$ cat src/rtl/div_pkg.sv
package div_pkg;

    typedef enum logic {
        ST_IDLE = 1'b0,
        ST_RUN  = 1'b1
    } div_state_e;

    // Trap number raised for an integer divide by zero
    localparam logic [2:0] TRAP_DIV0 = 3'd7;

endpackage

$ cat src/rtl/div_lzc.sv
// Leading-zero counter: scans from the top bit down, saturates at W
module div_lzc #(
    parameter int W  = 32,
    localparam int CW = $clog2(W + 1)
) (
    input  logic [W-1:0]  value,
    output logic [CW-1:0] zeros
);
    always_comb begin
        zeros = CW'(W);
        for (int i = 0; i < W; i++) begin
            if (value[i]) zeros = CW'(W - 1 - i);
        end
    end
endmodule

$ cat src/rtl/div_lat_model.sv
// Operand conditioning and latency model for one division request
module div_lat_model #(
    parameter int W          = 32,
    parameter int MEM_CYCLES = 1,
    parameter int BASE_U     = 5,
    parameter int BASE_S     = 6,
    parameter int LAT_W      = 7,
    localparam int CW        = $clog2(W + 1)
) (
    input  logic             is_signed,
    input  logic [W-1:0]     dividend,
    input  logic [W-1:0]     divisor,
    output logic [W-1:0]     mag_n,
    output logic [W-1:0]     mag_d,
    output logic             neg_q,
    output logic [CW-1:0]    shift_k,
    output logic [LAT_W-1:0] iters,
    output logic [LAT_W-1:0] stall
);
    localparam int THRESH = 2 * MEM_CYCLES - 1;
    localparam logic [W-1:0] ONE_W = W'(1);

    logic          neg_n;
    logic          neg_d;
    logic [CW-1:0] lz_n;
    logic [CW-1:0] lz_d;
    int            exe;

    assign neg_n = is_signed & dividend[W-1];
    assign neg_d = is_signed & divisor[W-1];
    assign mag_n = neg_n ? (~dividend + ONE_W) : dividend;
    assign mag_d = neg_d ? (~divisor + ONE_W) : divisor;
    assign neg_q = neg_n ^ neg_d;

    div_lzc #(.W(W)) u_lz_n (.value(mag_n), .zeros(lz_n));
    div_lzc #(.W(W)) u_lz_d (.value(mag_d), .zeros(lz_d));

    always_comb begin
        exe = (is_signed ? BASE_S : BASE_U) + int'(lz_d) - int'(lz_n)
            + (neg_q ? 1 : 0);
        if (exe >= THRESH) stall = LAT_W'(exe - THRESH);
        else               stall = '0;
        if (lz_d >= lz_n) begin
            shift_k = lz_d - lz_n;
            iters   = LAT_W'(int'(lz_d) - int'(lz_n) + 1);
        end else begin
            shift_k = '0;
            iters   = '0;
        end
    end
endmodule

$ cat src/rtl/div_seq_unit.sv
// Sequential signed/unsigned divider with modelled completion latency
module div_seq_unit #(
    parameter int WIDTH      = 32,
    parameter int MEM_CYCLES = 1,
    parameter int BASE_U     = 5,
    parameter int BASE_S     = 6,
    localparam int LAT_W     = $clog2(2 * WIDTH + BASE_S + 2),
    localparam int CW        = $clog2(WIDTH + 1)
) (
    input  logic             clk,
    input  logic             rst_n,
    input  logic             start,
    input  logic             is_signed,
    input  logic [WIDTH-1:0] dividend,
    input  logic [WIDTH-1:0] divisor,
    output logic             busy,
    output logic             done,
    output logic [WIDTH-1:0] quotient,
    output logic [LAT_W-1:0] lat_cycles,
    output logic             dz_trap,
    output logic [2:0]       trap_code
);
    import div_pkg::*;

    localparam logic [LAT_W-1:0] ONE_L = LAT_W'(1);
    localparam logic [WIDTH-1:0] ONE_W = WIDTH'(1);

    typedef struct packed {
        div_state_e       state;
        logic [LAT_W-1:0] cnt;
        logic [LAT_W-1:0] steps;
        logic [WIDTH-1:0] rem;
        logic [WIDTH-1:0] dsh;
        logic [WIDTH-1:0] qacc;
        logic             neg;
        logic             done;
        logic             trap;
        logic [2:0]       tcode;
        logic [WIDTH-1:0] quot;
        logic [LAT_W-1:0] lat;
    } regs_t;

    regs_t r_d;
    regs_t r_q;

    logic [WIDTH-1:0] mag_n;
    logic [WIDTH-1:0] mag_d;
    logic             neg_q;
    logic [CW-1:0]    shift_k;
    logic [LAT_W-1:0] iters;
    logic [LAT_W-1:0] stall;

    div_lat_model #(
        .W(WIDTH), .MEM_CYCLES(MEM_CYCLES),
        .BASE_U(BASE_U), .BASE_S(BASE_S), .LAT_W(LAT_W)
    ) u_model (
        .is_signed(is_signed),
        .dividend (dividend),
        .divisor  (divisor),
        .mag_n    (mag_n),
        .mag_d    (mag_d),
        .neg_q    (neg_q),
        .shift_k  (shift_k),
        .iters    (iters),
        .stall    (stall)
    );

    always_comb begin
        r_d       = r_q;
        r_d.done  = 1'b0;
        r_d.trap  = 1'b0;
        r_d.tcode = '0;
        unique case (r_q.state)
            ST_IDLE: begin
                if (start) begin
                    if (divisor == '0) begin
                        r_d.trap  = 1'b1;
                        r_d.tcode = TRAP_DIV0;
                    end else begin
                        r_d.state = ST_RUN;
                        r_d.cnt   = (iters > stall) ? iters : stall;
                        r_d.steps = iters;
                        r_d.rem   = mag_n;
                        r_d.dsh   = mag_d << shift_k;
                        r_d.qacc  = '0;
                        r_d.neg   = neg_q;
                        r_d.lat   = stall;
                    end
                end
            end
            ST_RUN: begin
                // one restoring shift-subtract step per cycle
                if (r_q.steps != '0) begin
                    if (r_q.rem >= r_q.dsh) begin
                        r_d.rem  = r_q.rem - r_q.dsh;
                        r_d.qacc = {r_q.qacc[WIDTH-2:0], 1'b1};
                    end else begin
                        r_d.qacc = {r_q.qacc[WIDTH-2:0], 1'b0};
                    end
                    r_d.dsh   = r_q.dsh >> 1;
                    r_d.steps = r_q.steps - ONE_L;
                end
                if (r_q.cnt == '0) begin
                    r_d.done  = 1'b1;
                    r_d.quot  = r_q.neg ? (~r_q.qacc + ONE_W) : r_q.qacc;
                    r_d.state = ST_IDLE;
                end else begin
                    r_d.cnt = r_q.cnt - ONE_L;
                end
            end
            default: r_d.state = ST_IDLE;
        endcase
    end

    always_ff @(posedge clk or negedge rst_n) begin
        if (!rst_n) r_q <= '0;
        else        r_q <= r_d;
    end

    assign busy       = (r_q.state == ST_RUN);
    assign done       = r_q.done;
    assign quotient   = r_q.quot;
    assign lat_cycles = r_q.lat;
    assign dz_trap    = r_q.trap;
    assign trap_code  = r_q.tcode;

endmodule

$ cat config.mk
export PLATFORM = sky130hd
export DESIGN_NAME = div_seq_unit
export DESIGN_NICKNAME = d
export VERILOG_FILES = /design/src/rtl/div_pkg.sv /design/src/rtl/div_lzc.sv /design/src/rtl/div_lat_model.sv /design/src/rtl/div_seq_unit.sv
export SDC_FILE = /design/constraint.sdc
export NUM_CORES = 1
export LEC_CHECK = 0
export CAP_MARGIN = 10
export CORE_UTILIZATION = 40
export DETAILED_ROUTE_END_ITERATION = 7
export GPL_ROUTABILITY_DRIVEN = 0
export HOLD_SLACK_MARGIN = 0.15
export SLEW_MARGIN = 20
export SYNTH_ARGS = -nofsm -noshare
export SYNTH_HDL_FRONTEND = slang
export SYNTH_SLANG_ARGS = --single-unit
export TNS_END_PERCENT = 10
$ cat constraint.sdc
create_clock -name clk -period 11.3 [get_ports clk]
set_clock_uncertainty 0.1 [all_clocks]
set_input_delay 2.26 -clock clk [delete_from_list [all_inputs] [get_ports clk]]
set_output_delay 2.26 -clock clk [all_outputs]
set_load 0.01 [all_outputs]
==> reports/metrics.cfg <==
[worst_setup_path]
path_max_fanout = 8
slowest_stage = or4_1
reg2reg_to = r_q[140]
reg2reg_depth = 12
crit_type = in -> reg
worst_setup_path_start_kind = input pin
r2r-start = r_q[77]
setup.worst_path.end_class = flip-flop
reg2reg_slack_ns = 7.08
max_stage_delay_ns = 0.63
arrival_ns = 10.75
cp_data_required_time_ns = 11.51

[clocking]
cts_max_level = 4
post_cts_buffers = 0
cts.sinks = 153
clockBufferDepth = 2
post_cts_resized = 0
clk_pin_slew_worst_paths_ns = 0.07
root_buffer = clkbuf_16
cts-hold-fix-buffers = 0
cts_buffers = 17
clk_latency_ns = 0.44
cts_tree = done

[routing]
avgViaCountPerCell = 5.82
drt_pass1_iterations = 8
antenna_left = 0
wire_per_inst_um = 18.1
drt_iter0_drc = 1006
vias = 13500
drc = 0
finalWirelength_um = 42100

[logic_synthesis]
synth_edf_count = 0
ys.flop_type = dfrtp_1
syn_avg_cell_area_um2 = 7.77
synthCells = 1842
ys_async_sr_fraction = 1.00
ys_seq_elements = 153
synth_area_um2 = 14300
syn-num-nets = 1986
yosysSeqAreaShare = 0.268
yosysUniqueCellTypes = 80
yosysWarnings = 0

[sta]
rsz0062_at_grt = no
fin_tns_setup_ns = 0
timing.fmax_mhz = 94.9
hold_slack_ns = 0.381
post-route-min-period_ns = 10.54
tightest_slew_ns = 1.02
fin_crit_sh = 0.933
maxSlewViolCount = 0
hold_violations = 0
finalSetupViolCount = 0
timing.slew.headroom = 0.314

[final_layout]
drive_gt1_frac = 0.0542
final_common_cell = nand2_1
finalInstanceArea_um2 = 16100
final_cell_mix = nand2_1 (196), nor2_1 (177), a21oi_1 (168)
fill_cells = 3509
syn2layout_area_growth_pct = 12.7
finalNetCount = 1995
n_antenna_cell = 0
utilization = 0.462

[global_routing]
grt_pass1_wl_um = 67200
grt_antenna_before_repair = 0
grt_max_degree = 85
grt_usage = 0.231
overflow = 0
grt_pass1_vias = 12800

[placement]
dpl_cell_area_um2 = 15500
hpwl_um = 31700
io_buffers = 112

[status]
status = complete, no violations

[flow_run]
maxCapViolations = 0

[pwr]
leakagePower_nw = 6.56
powerDensity_nw_per_um2 = 282
p_total_mw = 4.54
ir_worst_vdd_mv = 0.183

[floorplan]
die_h_um = 191
core_um2 = 34900
initial_utilization = 0.410
io_pins = 113
num_rows = 68
die_w_um = 191
die_area_um2 = 36500

[hold_path]
worst_hold_startpoint = lat_cycles[5]
holdPathEnd = lat_cycles[5]
hold_path_class = reg -> reg
holdPathStages = 2

## flip-flops by register name, summed over array words and instances (netlist names)
name and flops:
r_q 111, trap_code 1, done 1, busy 1
lat_cycles 7, quotient 32
## cells by family (layout without fill, tap and decap cells)
family,after synthesis,in the layout,synth area share
AO/OA/AOI/OAI,525,525,0.242
XOR/XNOR,137,137,0.0839
adder cells (fa/ha/maj),76,76,0.0712
buffers and inverters,227,249,0.0713
flip-flops,153,153,0.268
multiplexers,66,66,0.0487
AND/OR/NAND/NOR,658,658,0.215
## how the worst max path moves through the flow
stage                start        to  slack, ns
2_1_floorplan  dividend[9]  r_q[152]       1.53
3_3_place_gp   dividend[9]  r_q[152]       0.73
3_5_place_dp   dividend[9]  r_q[152]       0.39
4_1_cts        dividend[9]  r_q[152]       0.83
5_1_grt        dividend[9]  r_q[148]       0.16
6_report       divisor[12]  r_q[152]       0.76
## per-layer routing
metal	global-route usage	routed length, um
met3	0.0468	2490
met4	0.0720	985
met5	0	0
met2	0.380	19700
met1	0.303	18900
## synthesized netlist by cell type, drive strengths merged, types with 20 or more instances
master  number  area, um^2
xnor2       64         561
o31ai       25         188
or3         29         181
a21oi      168         841
xor2        73         639
mux2i       46         460
dfrtp      153        3830
nand2b      26         163
o21ai       96         480
and2        23         144
inv         82         308
buf         59         389
a22oi       25         188
o221ai      20         175
ha          67         838
nand3       73         365
nor3        47         235
clkbuf      86         323
nand2      198         748
nor2       179         674
## area by class of cell
class	count	area (um^2)	share of cell area
clock buffers	18	439	0.0273
clock inverters	14	180	0.0112
inverters	82	308	0.0191
multi-input cells	1462	9500	0.589
flip-flops and latches	153	3830	0.238
well taps	455	569	0.0353
repair buffers	135	1290	0.0804
## worst max-delay path, delay by kind of cell
family / cells / cell delay, ns
AOI/OAI and AO/OA: 12 / 2.16
and+or+nand+nor: 14 / 3.83
xor gates and xnor gates: 1 / 0.31
buffers and inverters: 2 / 0.57
adders and majority gates: 4 / 1.61
## report_power, final
group	internal, mW	leakage (nW)	switching [mW]	total (mW)
logic	1.22	4.39	1.67	2.90
registers	0.822	1.87	0.210	1.03
clock network	0.342	0.299	0.269	0.611
## through the flow
stage	std cells	setup slack, ns
2_1_floorplan	1842	1.53
3_3_place_gp	2287	0.730
3_5_place_dp	2287	0.387
4_1_cts	2319	0.829
5_1_grt	2319	0.159
6_report	2319	0.763
No activity file was read; power rests on OpenSTA's default activity.
